===== config.mk =====
export PLATFORM = sky130hd
export DESIGN_NAME = iso_chan_link
export DESIGN_NICKNAME = d
export VERILOG_FILES = /design/src/rtl/iso_chan_pkg.sv /design/src/rtl/iso_span_counter.sv /design/src/rtl/iso_tx_encoder.sv /design/src/rtl/iso_rx_keeper.sv /design/src/rtl/iso_chan_link.sv
export SDC_FILE = /design/constraint.sdc
export NUM_CORES = 1
export LEC_CHECK = 0
export ABC_AREA = 1
export CAP_MARGIN = 40
export CELL_PAD_IN_SITES_DETAIL_PLACEMENT = 1
export CELL_PAD_IN_SITES_GLOBAL_PLACEMENT = 1
export CORE_MARGIN = 2
export CORE_UTILIZATION = 45
export CTS_BUF_LIST = sky130_fd_sc_hd__clkbuf_2
export CTS_CLUSTER_DIAMETER = 100
export CTS_CLUSTER_SIZE = 14
export DETAILED_ROUTE_END_ITERATION = 7
export PLACE_DENSITY = 0.95
export SLEW_MARGIN = 20
export SYNTH_ARGS = -nofsm -noshare
export SYNTH_HDL_FRONTEND = slang
export SYNTH_SLANG_ARGS = --single-unit
export TNS_END_PERCENT = 30

===== constraint.sdc =====
create_clock -name clk -period 3.3 [get_ports clk]
set_clock_uncertainty 0.15 [all_clocks]
set_input_delay 0.495 -clock clk [delete_from_list [all_inputs] [get_ports clk]]
set_output_delay 0.495 -clock clk [all_outputs]
set_load 0.05 [all_outputs]

===== src/rtl/iso_chan_pkg.sv =====
package iso_chan_pkg;

    // One barrier-crossing event: a strobe and the level it conveys.
    typedef struct packed {
        logic vld;
        logic lvl;
    } pulse_t;

    // Reason the transmitter emits a pulse this cycle.
    typedef enum logic [1:0] {
        PK_NONE    = 2'd0,
        PK_PRIME   = 2'd1,
        PK_EDGE    = 2'd2,
        PK_REFRESH = 2'd3
    } pulse_kind_e;

    // Receiver condition.
    typedef enum logic [1:0] {
        RX_OFF  = 2'd0,
        RX_WAIT = 2'd1,
        RX_LIVE = 2'd2
    } rx_state_e;

    // Quiet window: strictly longer than two refresh periods.
    function automatic int unsigned quiet_window(input int unsigned refresh_cyc,
                                                 input int unsigned margin);
        return 2 * refresh_cyc + ((margin == 0) ? 1 : margin);
    endfunction

    function automatic int unsigned span_width(input int unsigned limit);
        return (limit > 1) ? $clog2(limit) : 1;
    endfunction

endpackage


===== src/rtl/iso_span_counter.sv =====
module iso_span_counter #(
    parameter int unsigned LIMIT = 16
) (
    input  logic clk,
    input  logic rst,
    input  logic clear,
    output logic terminal
);
    import iso_chan_pkg::*;

    localparam int unsigned CW = span_width(LIMIT);
    localparam logic [CW-1:0] LAST = CW'(LIMIT - 1);

    logic [CW-1:0] cnt_q;

    // Counts cycles since the last clear and saturates at LIMIT-1.
    always_ff @(posedge clk) begin
        if (rst || clear) begin
            cnt_q <= '0;
        end else if (cnt_q != LAST) begin
            cnt_q <= cnt_q + 1'b1;
        end
    end

    assign terminal = (cnt_q == LAST);

endmodule


===== src/rtl/iso_tx_encoder.sv =====
module iso_tx_encoder #(
    parameter int unsigned REFRESH_CYC = 16
) (
    input  logic                  clk,
    input  logic                  rst,
    input  logic                  pwr_ok,
    input  logic                  din,
    output iso_chan_pkg::pulse_t  pulse_o
);
    import iso_chan_pkg::*;

    logic        primed_q;
    logic        din_q;
    logic        refresh_due;
    pulse_kind_e kind;
    pulse_t      pulse_q;

    // Priority: power gate, first sample, input change, refresh cadence.
    always_comb begin
        if (!pwr_ok) begin
            kind = PK_NONE;
        end else if (!primed_q) begin
            kind = PK_PRIME;
        end else if (din != din_q) begin
            kind = PK_EDGE;
        end else if (refresh_due) begin
            kind = PK_REFRESH;
        end else begin
            kind = PK_NONE;
        end
    end

    iso_span_counter #(.LIMIT(REFRESH_CYC)) u_refresh (
        .clk      (clk),
        .rst      (rst),
        .clear    (!pwr_ok || (kind != PK_NONE)),
        .terminal (refresh_due)
    );

    always_ff @(posedge clk) begin
        if (rst || !pwr_ok) begin
            primed_q <= 1'b0;
            din_q    <= 1'b0;
            pulse_q  <= '0;
        end else begin
            primed_q    <= 1'b1;
            din_q       <= din;
            pulse_q.vld <= (kind != PK_NONE);
            pulse_q.lvl <= din;
        end
    end

    assign pulse_o = pulse_q;

endmodule


===== src/rtl/iso_rx_keeper.sv =====
module iso_rx_keeper #(
    parameter int unsigned WDOG_CYC = 36
) (
    input  logic                  clk,
    input  logic                  rst,
    input  logic                  pwr_ok,
    input  iso_chan_pkg::pulse_t  pulse_i,
    output logic                  dout,
    output logic                  valid
);
    import iso_chan_pkg::*;

    rx_state_e state_q, state_d;
    logic      dout_q, dout_d;
    logic      quiet_full;
    logic      expire;

    iso_span_counter #(.LIMIT(WDOG_CYC)) u_quiet (
        .clk      (clk),
        .rst      (rst),
        .clear    (!pwr_ok || pulse_i.vld || (state_q != RX_LIVE)),
        .terminal (quiet_full)
    );

    assign expire = (state_q == RX_LIVE) && quiet_full && !pulse_i.vld;

    always_comb begin
        state_d = state_q;
        dout_d  = dout_q;
        if (!pwr_ok) begin
            state_d = RX_OFF;
            dout_d  = 1'b0;
        end else if (pulse_i.vld) begin
            state_d = RX_LIVE;
            dout_d  = pulse_i.lvl;
        end else if (state_q == RX_OFF || expire) begin
            state_d = RX_WAIT;
            dout_d  = 1'b0;
        end
    end

    always_ff @(posedge clk) begin
        if (rst) begin
            state_q <= RX_OFF;
            dout_q  <= 1'b0;
        end else begin
            state_q <= state_d;
            dout_q  <= dout_d;
        end
    end

    assign dout  = dout_q;
    assign valid = (state_q == RX_LIVE);

endmodule


===== src/rtl/iso_chan_link.sv =====
module iso_chan_link #(
    parameter int unsigned REFRESH_CYC = 200,
    parameter int unsigned WDOG_MARGIN = 40
) (
    input  logic clk,
    input  logic rst,
    input  logic pri_pwr_ok,
    input  logic data_in,
    output logic tx_pulse_vld,
    output logic tx_pulse_lvl,
    input  logic sec_pwr_ok,
    input  logic rx_pulse_vld,
    input  logic rx_pulse_lvl,
    output logic data_out,
    output logic data_valid
);
    import iso_chan_pkg::*;

    localparam int unsigned WDOG_CYC = quiet_window(REFRESH_CYC, WDOG_MARGIN);

    pulse_t tx_pulse;
    pulse_t rx_pulse;

    iso_tx_encoder #(.REFRESH_CYC(REFRESH_CYC)) u_tx (
        .clk     (clk),
        .rst     (rst),
        .pwr_ok  (pri_pwr_ok),
        .din     (data_in),
        .pulse_o (tx_pulse)
    );

    assign tx_pulse_vld = tx_pulse.vld;
    assign tx_pulse_lvl = tx_pulse.lvl;

    assign rx_pulse.vld = rx_pulse_vld;
    assign rx_pulse.lvl = rx_pulse_lvl;

    iso_rx_keeper #(.WDOG_CYC(WDOG_CYC)) u_rx (
        .clk     (clk),
        .rst     (rst),
        .pwr_ok  (sec_pwr_ok),
        .pulse_i (rx_pulse),
        .dout    (data_out),
        .valid   (data_valid)
    );

endmodule


==> load_flow_metrics.sql, run 1 <==
INSERT INTO impl_metrics (metric_group, metric, value, unit) VALUES
('power_and_ir_drop', 'switching_power', '0.110', 'mW'),
('routing', 'dr_total_vias', '915', ''),
('clock_network', 'clock_sinks', '23', ''),
('power_and_ir_drop', 'share_comb_of_total_power', '7.6', '%'),
('status', 'outcome', 'finished clean', ''),
('clock_network', 'clock_tree.buffer_depth', '2', ''),
('routing', 'avgRoutedWirePerCell', '13.3', 'um'),
('worst_setup_path', 'worst-endpoint-required', '2.65', 'ns'),
('sta', 'finalMaxSlewViolations', '0', ''),
('clock_network', 'clk_latency', '0.34', 'ns'),
('global_routing', 'first_pass_grt_wire_length', '4.07', 'mm'),
('sta', 'final_period_minus_worst_setup_slack', '2.43', 'ns'),
('routing', 'finalWirelength', '2.38', 'mm'),
('floorplan', 'core', '0.00219', 'mm^2'),
('sta', 'timing.setup.tns', '0', 'ns'),
('sta', 'hold-worst-slack', '0.321', 'ns'),
('floorplan', 'die_y', '51.7', 'um'),
('worst_setup_path', 'cp_max_fo', '3', ''),
('placed_design', 'portBuffers', '10', ''),
('sta', 'rsz_0062_raised_after_global_routing', 'no', ''),
('synthesis', 'syn_nets', '146', ''),
('cells_and_area', 'post_route_cells_drive_above_1_share', '12.6', '%'),
('clock_network', 'numCtsBuffers', '3', ''),
('global_routing', 'grt_pass1_vias', '974', ''),
('power_and_ir_drop', 'power_density', '368', 'mW/mm^2'),
('power_and_ir_drop', 'p_leak', '0.421', 'nW'),
('clock_network', 'htreeDepth', '1', ''),
('synthesis', 'syn_area', '0.00102', 'mm^2'),
('synthesis', 'synth_area_per_cell', '7.47', 'um^2'),
('cells_and_area', 'antennaDiodeCount', '0', ''),
('floorplan', 'num_io_pins', '11', ''),
('power_and_ir_drop', 'max-vdd-ir-drop', '0.000299', 'V'),
('cells_and_area', 'nets', '161', ''),
('routing', 'drt_pass1_iterations', '4', ''),
('clock_network', 'cts_tree', 'yes', ''),
('synthesis', 'ys.warnings.count', '0', ''),
('global_routing', 'grt_start_max_net_pins', '14', ''),
('power_and_ir_drop', 'cell_internal_pwr', '0.324', 'mW'),
('global_routing', 'overflow', '0', ''),
('synthesis', 'yosys.cell_types.count', '20', ''),
('power_and_ir_drop', 'power.share.sequential', '65.4', '%'),
('synthesis', 'synth.area.top_cells', 'sky130_fd_sc_hd__dfxtp_1, sky130_fd_sc_hd__nand2_1, sky130_fd_sc_hd__a21oi_1, sky130_fd_sc_hd__inv_1, sky130_fd_sc_hd__nor2_1', ''),
('worst_setup_path', 'startpoint_type', 'flip-flop', ''),
('cells_and_area', 'flow.area_growth_from_synthesis', '15.2', '%'),
('clock_network', 'hold_buffers', '0', ''),
('sta', 'setup_viol', '0', ''),
('routing', 'detail_route.vias_per_cell', '5.11', ''),
('clock_network', 'resize_count_post_cts', '0', ''),
('worst_setup_path', 'timing_worst_setup_path_type', 'flip-flop to output port', ''),
('sta', 'timing.fmax', '411', 'MHz'),
('routing', 'count_of_unresolved_drc_violations_after_routing', '0', ''),
('synthesis', 'synth_seq_cells', '23', ''),
('synthesis', 'yosysTopAreaCell', 'sky130_fd_sc_hd__dfxtp_1', ''),
('floorplan', 'horizontal_die_dimension', '51.7', 'um'),
('power_and_ir_drop', 'fin_total_pwr', '0.434', 'mW'),
('clock_network', 'clk_root_buffer_cell', 'sky130_fd_sc_hd__clkbuf_2', ''),
('synthesis', 'netlist_instances', '137', ''),
('global_routing', 'globalRouteTotalUtil', '20.6', '%'),
('clock_network', 'path_clk_slew', '0.22', 'ns'),
('floorplan', 'rows', '17', ''),
('job', 'max-cap-violations', '0', ''),
('sta', 'tightestPinTransition', '0.517', 'ns'),
('routing', 'antenna_left', '0', ''),
('power_and_ir_drop', 'clock_power_share', '26.9', '%'),
('power_and_ir_drop', 'power.share.switching', '25.4', '%'),
('worst_setup_path', 'cp_data_arrival_time', '1.79', 'ns'),
('placed_design', 'final_weighted_congestion_of_routability_driven_global_placement', '0.748', ''),
('synthesis', 'synth.yosys.seq_area_share', '45.0', '%'),
('worst_setup_path', 'setup.worst_path.end_class', 'output port', ''),
('clock_network', 'cts.repair_timing.setup_buffer_count', '0', ''),
('global_routing', 'antenna_violations_before_repair', '0', ''),
('floorplan', 'floorplan.initialDensity', '46.7', '%'),
('synthesis', 'yosysTopAreaCellShare', '45.0', '%'),
('min_path', 'holdCritPathClass', 'flip-flop to flip-flop', ''),
('routing', 'detailedRoute.firstIterationViolations', '3', ''),
('placed_design', 'dp.final_hpwl', '1.91', 'mm'),
('sta', 'slew-limit-headroom', '65.4', '%'),
('sta', 'final_cycle_share', '73.7', '%'),
('sta', 'hold_violations', '0', ''),
('floorplan', 'dieArea', '0.00267', 'mm^2');
cell usage after synthesis:
master	instances
sky130_fd_sc_hd__nand2_1	29
sky130_fd_sc_hd__dfxtp_1	23
sky130_fd_sc_hd__inv_1	17
sky130_fd_sc_hd__nor2_1	15
sky130_fd_sc_hd__a21oi_1	14
sky130_fd_sc_hd__nand3_1	11
sky130_fd_sc_hd__nor2_2	6
sky130_fd_sc_hd__nand2_2	4
sky130_fd_sc_hd__o21ai_0	3
sky130_fd_sc_hd__ha_1	2
sky130_fd_sc_hd__nor2_4	2
sky130_fd_sc_hd__o21ai_1	2
sky130_fd_sc_hd__xnor2_1	2
sky130_fd_sc_hd__inv_2	1
sky130_fd_sc_hd__nand3b_1	1
sky130_fd_sc_hd__nand4_1	1
sky130_fd_sc_hd__nand4_2	1
sky130_fd_sc_hd__nor3_1	1
sky130_fd_sc_hd__nor3b_2	1
sky130_fd_sc_hd__xor2_1	1
state kept, by name, summed over array words and instances, names as in the netlist:
signal                flops
u_rx.dout                 1
u_rx.state_q              2
u_rx.u_quiet.cnt_q        9
u_tx.din_q                1
u_tx.primed_q             1
u_tx.pulse_o              1
u_tx.u_refresh.cnt_q      8
cell usage in the layout (no fill, tap or decap), drive strengths merged:
master and n:
a21oi 14, clkbuf 3, clkdlybuf4s50 10, clkinv 1, dfxtp 23, ha 2, inv 18, nand2 33
nand3 11, nand3b 1, nand4 2, nor2 23, nor3 1, nor3b 1, o21ai 5, xnor2 2
xor2 1
cells by family after synthesis:
logic type	count (synthesis)	synth area share, %
and+or+nand+nor	72	34.1
DFF	23	45.0
AOI/OAI and AO/OA	19	9.29
buffers and inverters	18	6.60
xor gates and xnor gates	3	2.57
adders and majority gates	2	2.44
final cells by class:
| class | count | area, um^2 |
|---|---|---|
| Inverter | 18 | 67.6 |
| Timing Repair Buffer | 10 | 100 |
| Sequential cell | 23 | 460 |
| Fill cell | 267 | 1010 |
| Clock inverter | 1 | 5.00 |
| Clock buffer | 3 | 15.0 |
| Tap cell | 28 | 35.0 |
| Multi-Input combinational cell | 96 | 495 |
metal layers:
metal	global-route usage, %	part of all wire (%)
met5	0	0
met3	3.16	2.3
met1	23.0	44
met2	37.2	52
met4	11.4	2.3
critical path, stage by stage, from the launching register on:
cell                              delay, ns
sky130_fd_sc_hd__dfxtp_1               0.41
sky130_fd_sc_hd__nand2_1               0.12
sky130_fd_sc_hd__inv_1                 0.10
sky130_fd_sc_hd__clkdlybuf4s50_1       0.81
power by group through the flow:
stage                     sequential [mW]  combinational (mW)  clock (mW)
after global placement              0.289              0.0315           0
after CTS                           0.284              0.0337       0.118
after floorplan                     0.295              0.0129           0
after detailed placement            0.289              0.0335           0
after global routing                0.285              0.0357       0.124
final                               0.284              0.0332       0.117
stage by stage:
step / util (%) / instance area [um^2] / instances / setup slack, ns
floorplan: - / 1020 / 137 / 1.83
global placement: 52.9 / 1160 / 175 / 1.35
detailed placement: 52.9 / 1160 / 175 / 1.29
CTS: 53.8 / 1180 / 179 / 0.855
global route: 53.8 / 1180 / 179 / 0.791
finish: 53.8 / 1180 / 179 / 0.869
worst paths after layout:
kind / from / cells past startpoint / to / slack (ns)
worst min-delay path: u_rx.dout / 2 / u_rx.dout / 0.32
worst max-delay path: u_rx.state_q[1] / 3 / data_valid / 0.87
worst max register to register: u_rx.u_quiet.cnt_q[0] / 6 / u_rx.u_quiet.cnt_q[0] / 1.73
worst min register to register: u_rx.dout / 2 / u_rx.dout / 0.32
(Power assumes the default switching activity.)
==> run 2, diff against run 1 <==
CORE_UTILIZATION = 42   (was 45)
PLACE_DENSITY = 0.92   (was 0.95)
clock period = 2.34 ns   (was 3.3 ns; I/O delays follow)
==> load_flow_metrics.sql, run 2 (same netlist as run 1, synthesis figures left out) <==
INSERT INTO impl_metrics (metric_group, metric, value, unit) VALUES
('cells_and_area', 'post_route_cells_drive_above_1_share', '12.6', '%'),
('clock_network', 'hold_buffers', '0', ''),
('sta', 'timing.setup.tns', '0', 'ns'),
('worst_setup_path', 'cp_max_fo', '3', ''),
('clock_network', 'clock_sinks', '23', ''),
('routing', 'drt_pass1_iterations', '4', ''),
('min_path', 'holdCritPathClass', 'flip-flop to flip-flop', ''),
('cells_and_area', 'nets', '161', ''),
('sta', 'final_cycle_share', '96.6', '%'),
('worst_setup_path', 'timing_worst_setup_path_type', 'flip-flop to output port', ''),
('placed_design', 'numPlacedInstances', '175', ''),
('global_routing', 'grt_start_max_net_pins', '14', ''),
('sta', 'finalMaxSlewViolations', '0', ''),
('placed_design', 'dp.final_hpwl', '1.74', 'mm'),
('clock_network', 'clock_tree.buffer_depth', '2', ''),
('clock_network', 'clk_latency', '0.35', 'ns'),
('placed_design', 'dpl_cell_area', '0.00116', 'mm^2'),
('routing', 'antenna_left', '0', ''),
('clock_network', 'clk_root_buffer_cell', 'sky130_fd_sc_hd__clkbuf_2', ''),
('power_and_ir_drop', 'power_density', '518', 'mW/mm^2'),
('global_routing', 'overflow', '0', ''),
('status', 'outcome', 'finished clean', ''),
('cells_and_area', 'count_of_fill_cells_added_during_filler_insertion', '298', ''),
('floorplan', 'num_io_pins', '11', ''),
('power_and_ir_drop', 'p_leak', '0.421', 'nW'),
('cells_and_area', 'mostFrequentLayoutCell', 'sky130_fd_sc_hd__nand2_1', ''),
('sta', 'tightestPinTransition', '0.501', 'ns'),
('sta', 'rsz_0062_raised_after_global_routing', 'no', ''),
('clock_network', 'htreeDepth', '1', ''),
('sta', 'final_period_minus_worst_setup_slack', '2.26', 'ns'),
('sta', 'setup_viol', '0', ''),
('floorplan', 'horizontal_die_dimension', '53.4', 'um'),
('placed_design', 'portBuffers', '10', ''),
('global_routing', 'globalRouteTotalUtil', '18.7', '%'),
('floorplan', 'die_y', '53.4', 'um'),
('routing', 'finalWirelength', '2.16', 'mm'),
('cells_and_area', 'largest_reg_flops', '9', ''),
('worst_setup_path', 'critPathTopFamily', 'buffers and inverters', ''),
('placed_design', 'final_weighted_congestion_of_routability_driven_global_placement', '0.780', ''),
('floorplan', 'core', '0.00225', 'mm^2'),
('worst_setup_path', 'r2r_setup_slack', '0.83', 'ns'),
('clock_network', 'resize_count_post_cts', '0', ''),
('routing', 'detail_route.vias_per_cell', '5.11', ''),
('worst_setup_path', 'critical_path.reg2reg.endpoint', 'u_rx.u_quiet.cnt_q[3]', ''),
('sta', 'timing.fmax', '442', 'MHz'),
('worst_setup_path', 'longest_individual_stage_delay_on_the_worst_path', '0.80', 'ns'),
('cells_and_area', 'flow.area_growth_from_synthesis', '15.2', '%'),
('worst_setup_path', 'worst-endpoint-required', '1.84', 'ns'),
('worst_setup_path', 'startpoint_type', 'flip-flop', ''),
('cells_and_area', 'finalCoreUtilization', '52.3', '%'),
('power_and_ir_drop', 'max-vdd-ir-drop', '0.000285', 'V'),
('worst_setup_path', 'worstSetupPathDepth', '3', ''),
('clock_network', 'cts_tree', 'yes', ''),
('sta', 'hold_violations', '0', ''),
('worst_setup_path', 'critical_path.startpoint', 'u_rx.state_q[1]', ''),
('floorplan', 'rows', '17', ''),
('routing', 'detailedRoute.firstIterationViolations', '20', ''),
('cells_and_area', 'final_area', '0.00118', 'mm^2'),
('worst_setup_path', 'worst_path_max_delay_cell', 'sky130_fd_sc_hd__clkdlybuf4s50_1', ''),
('routing', 'avgRoutedWirePerCell', '12.1', 'um'),
('cells_and_area', 'biggestRegsByFlops', 'u_rx.u_quiet.cnt_q x9, u_tx.u_refresh.cnt_q x8, u_rx.state_q x2', ''),
('global_routing', 'antenna_violations_before_repair', '0', ''),
('routing', 'dr_total_vias', '914', ''),
('floorplan', 'floorplan.initialDensity', '45.4', '%'),
('worst_setup_path', 'cp_data_arrival_time', '1.76', 'ns'),
('worst_setup_path', 'worst_case_reg_to_reg_path_depth', '6', ''),
('global_routing', 'first_pass_grt_wire_length', '3.94', 'mm'),
('worst_setup_path', 'worst_path_cell_trace', 'nand2_1, inv_1, clkdlybuf4s50_1', ''),
('job', 'max-cap-violations', '0', ''),
('global_routing', 'grt_pass1_vias', '973', ''),
('worst_setup_path', 'setup.worst_path.end_class', 'output port', ''),
('worst_setup_path', 'critical_path_buffers_and_inverters', '2', ''),
('worst_setup_path', 'worst_setup_path_endpoint', 'data_valid', ''),
('worst_setup_path', 'reg2reg_from', 'u_rx.u_quiet.cnt_q[0]', ''),
('floorplan', 'dieArea', '0.00285', 'mm^2'),
('clock_network', 'path_clk_slew', '0.22', 'ns'),
('routing', 'count_of_unresolved_drc_violations_after_routing', '0', ''),
('cells_and_area', 'antennaDiodeCount', '0', ''),
('cells_and_area', 'largest-register', 'u_rx.u_quiet.cnt_q', ''),
('clock_network', 'numCtsBuffers', '3', ''),
('sta', 'slew-limit-headroom', '66.5', '%'),
('clock_network', 'cts.repair_timing.setup_buffer_count', '0', ''),
('cells_and_area', 'final_cell_mix', 'sky130_fd_sc_hd__nand2_1, sky130_fd_sc_hd__dfxtp_1, sky130_fd_sc_hd__inv_1, sky130_fd_sc_hd__nor2_1, sky130_fd_sc_hd__a21oi_1', ''),
('cells_and_area', 'cell_count_final_fillers_out', '179', '');
-- run 2: cell counts in the layout (fill, tap and decap cells not counted) --
Identical to the previous run, type by type.
-- run 2: worst min path at each step --
stage          slack, ns  cells past startpoint                     from                 endpoint
6_report            0.34                      2                u_rx.dout                u_rx.dout
5_1_grt             0.37                      1  u_tx.u_refresh.cnt_q[0]  u_tx.u_refresh.cnt_q[0]
4_1_cts             0.34                      1  u_tx.u_refresh.cnt_q[0]  u_tx.u_refresh.cnt_q[0]
3_5_place_dp        0.30                      1  u_tx.u_refresh.cnt_q[0]  u_tx.u_refresh.cnt_q[0]
3_3_place_gp        0.28                      1  u_tx.u_refresh.cnt_q[0]  u_tx.u_refresh.cnt_q[0]
2_1_floorplan       0.27                      1  u_tx.u_refresh.cnt_q[0]  u_tx.u_refresh.cnt_q[0]
-- run 2: where the power goes --
part	switching [mW]	internal (mW)
Sequential	0.00267	0.398
Combinational	0.0260	0.0198
Clock	0.125	0.0387
Total	0.154	0.456
-- run 2: per-layer routing --
metal,vias to the layer above,routed length [um],global-route usage (%)
met4,0,20,5.13
met3,2,67,3.67
li1,464,-,-
met5,-,0,0
met1,436,984,22.2
met2,12,1090,33.5
-- run 2: cell type report --
| cell class | count | area, um^2 | share of cell area [%] |
|---|---|---|---|
| Sequential cell | 23 | 460 | 39.1 |
| Timing Repair Buffer | 10 | 100 | 8.49 |
| Multi-Input combinational cell | 96 | 495 | 42.0 |
| Clock inverter | 1 | 5.00 | 0.425 |
| Tap cell | 28 | 35.0 | 2.97 |
| Inverter | 18 | 67.6 | 5.73 |
| Clock buffer | 3 | 15.0 | 1.27 |
-- run 2: metrics by stage --
| step | power, mW | hold WS [ns] | worst slack [ns] |
|---|---|---|---|
| 2_1_floorplan | 0.434 | 0.268 | 0.868 |
| 3_3_place_gp | 0.452 | 0.278 | 0.540 |
| 3_5_place_dp | 0.454 | 0.303 | 0.494 |
| 4_1_cts | 0.611 | 0.339 | 0.0805 |
| 5_1_grt | 0.629 | 0.366 | 0.00649 |
| 6_report | 0.610 | 0.339 | 0.0786 |
-- run 2: tightest hold or removal path, delay by kind of cell, from the launching register on --
kind               cells  cell delay, ns
and+or+nand+nor        1            0.06
AOI/OAI and AO/OA      1            0.05
DFF                    1            0.37
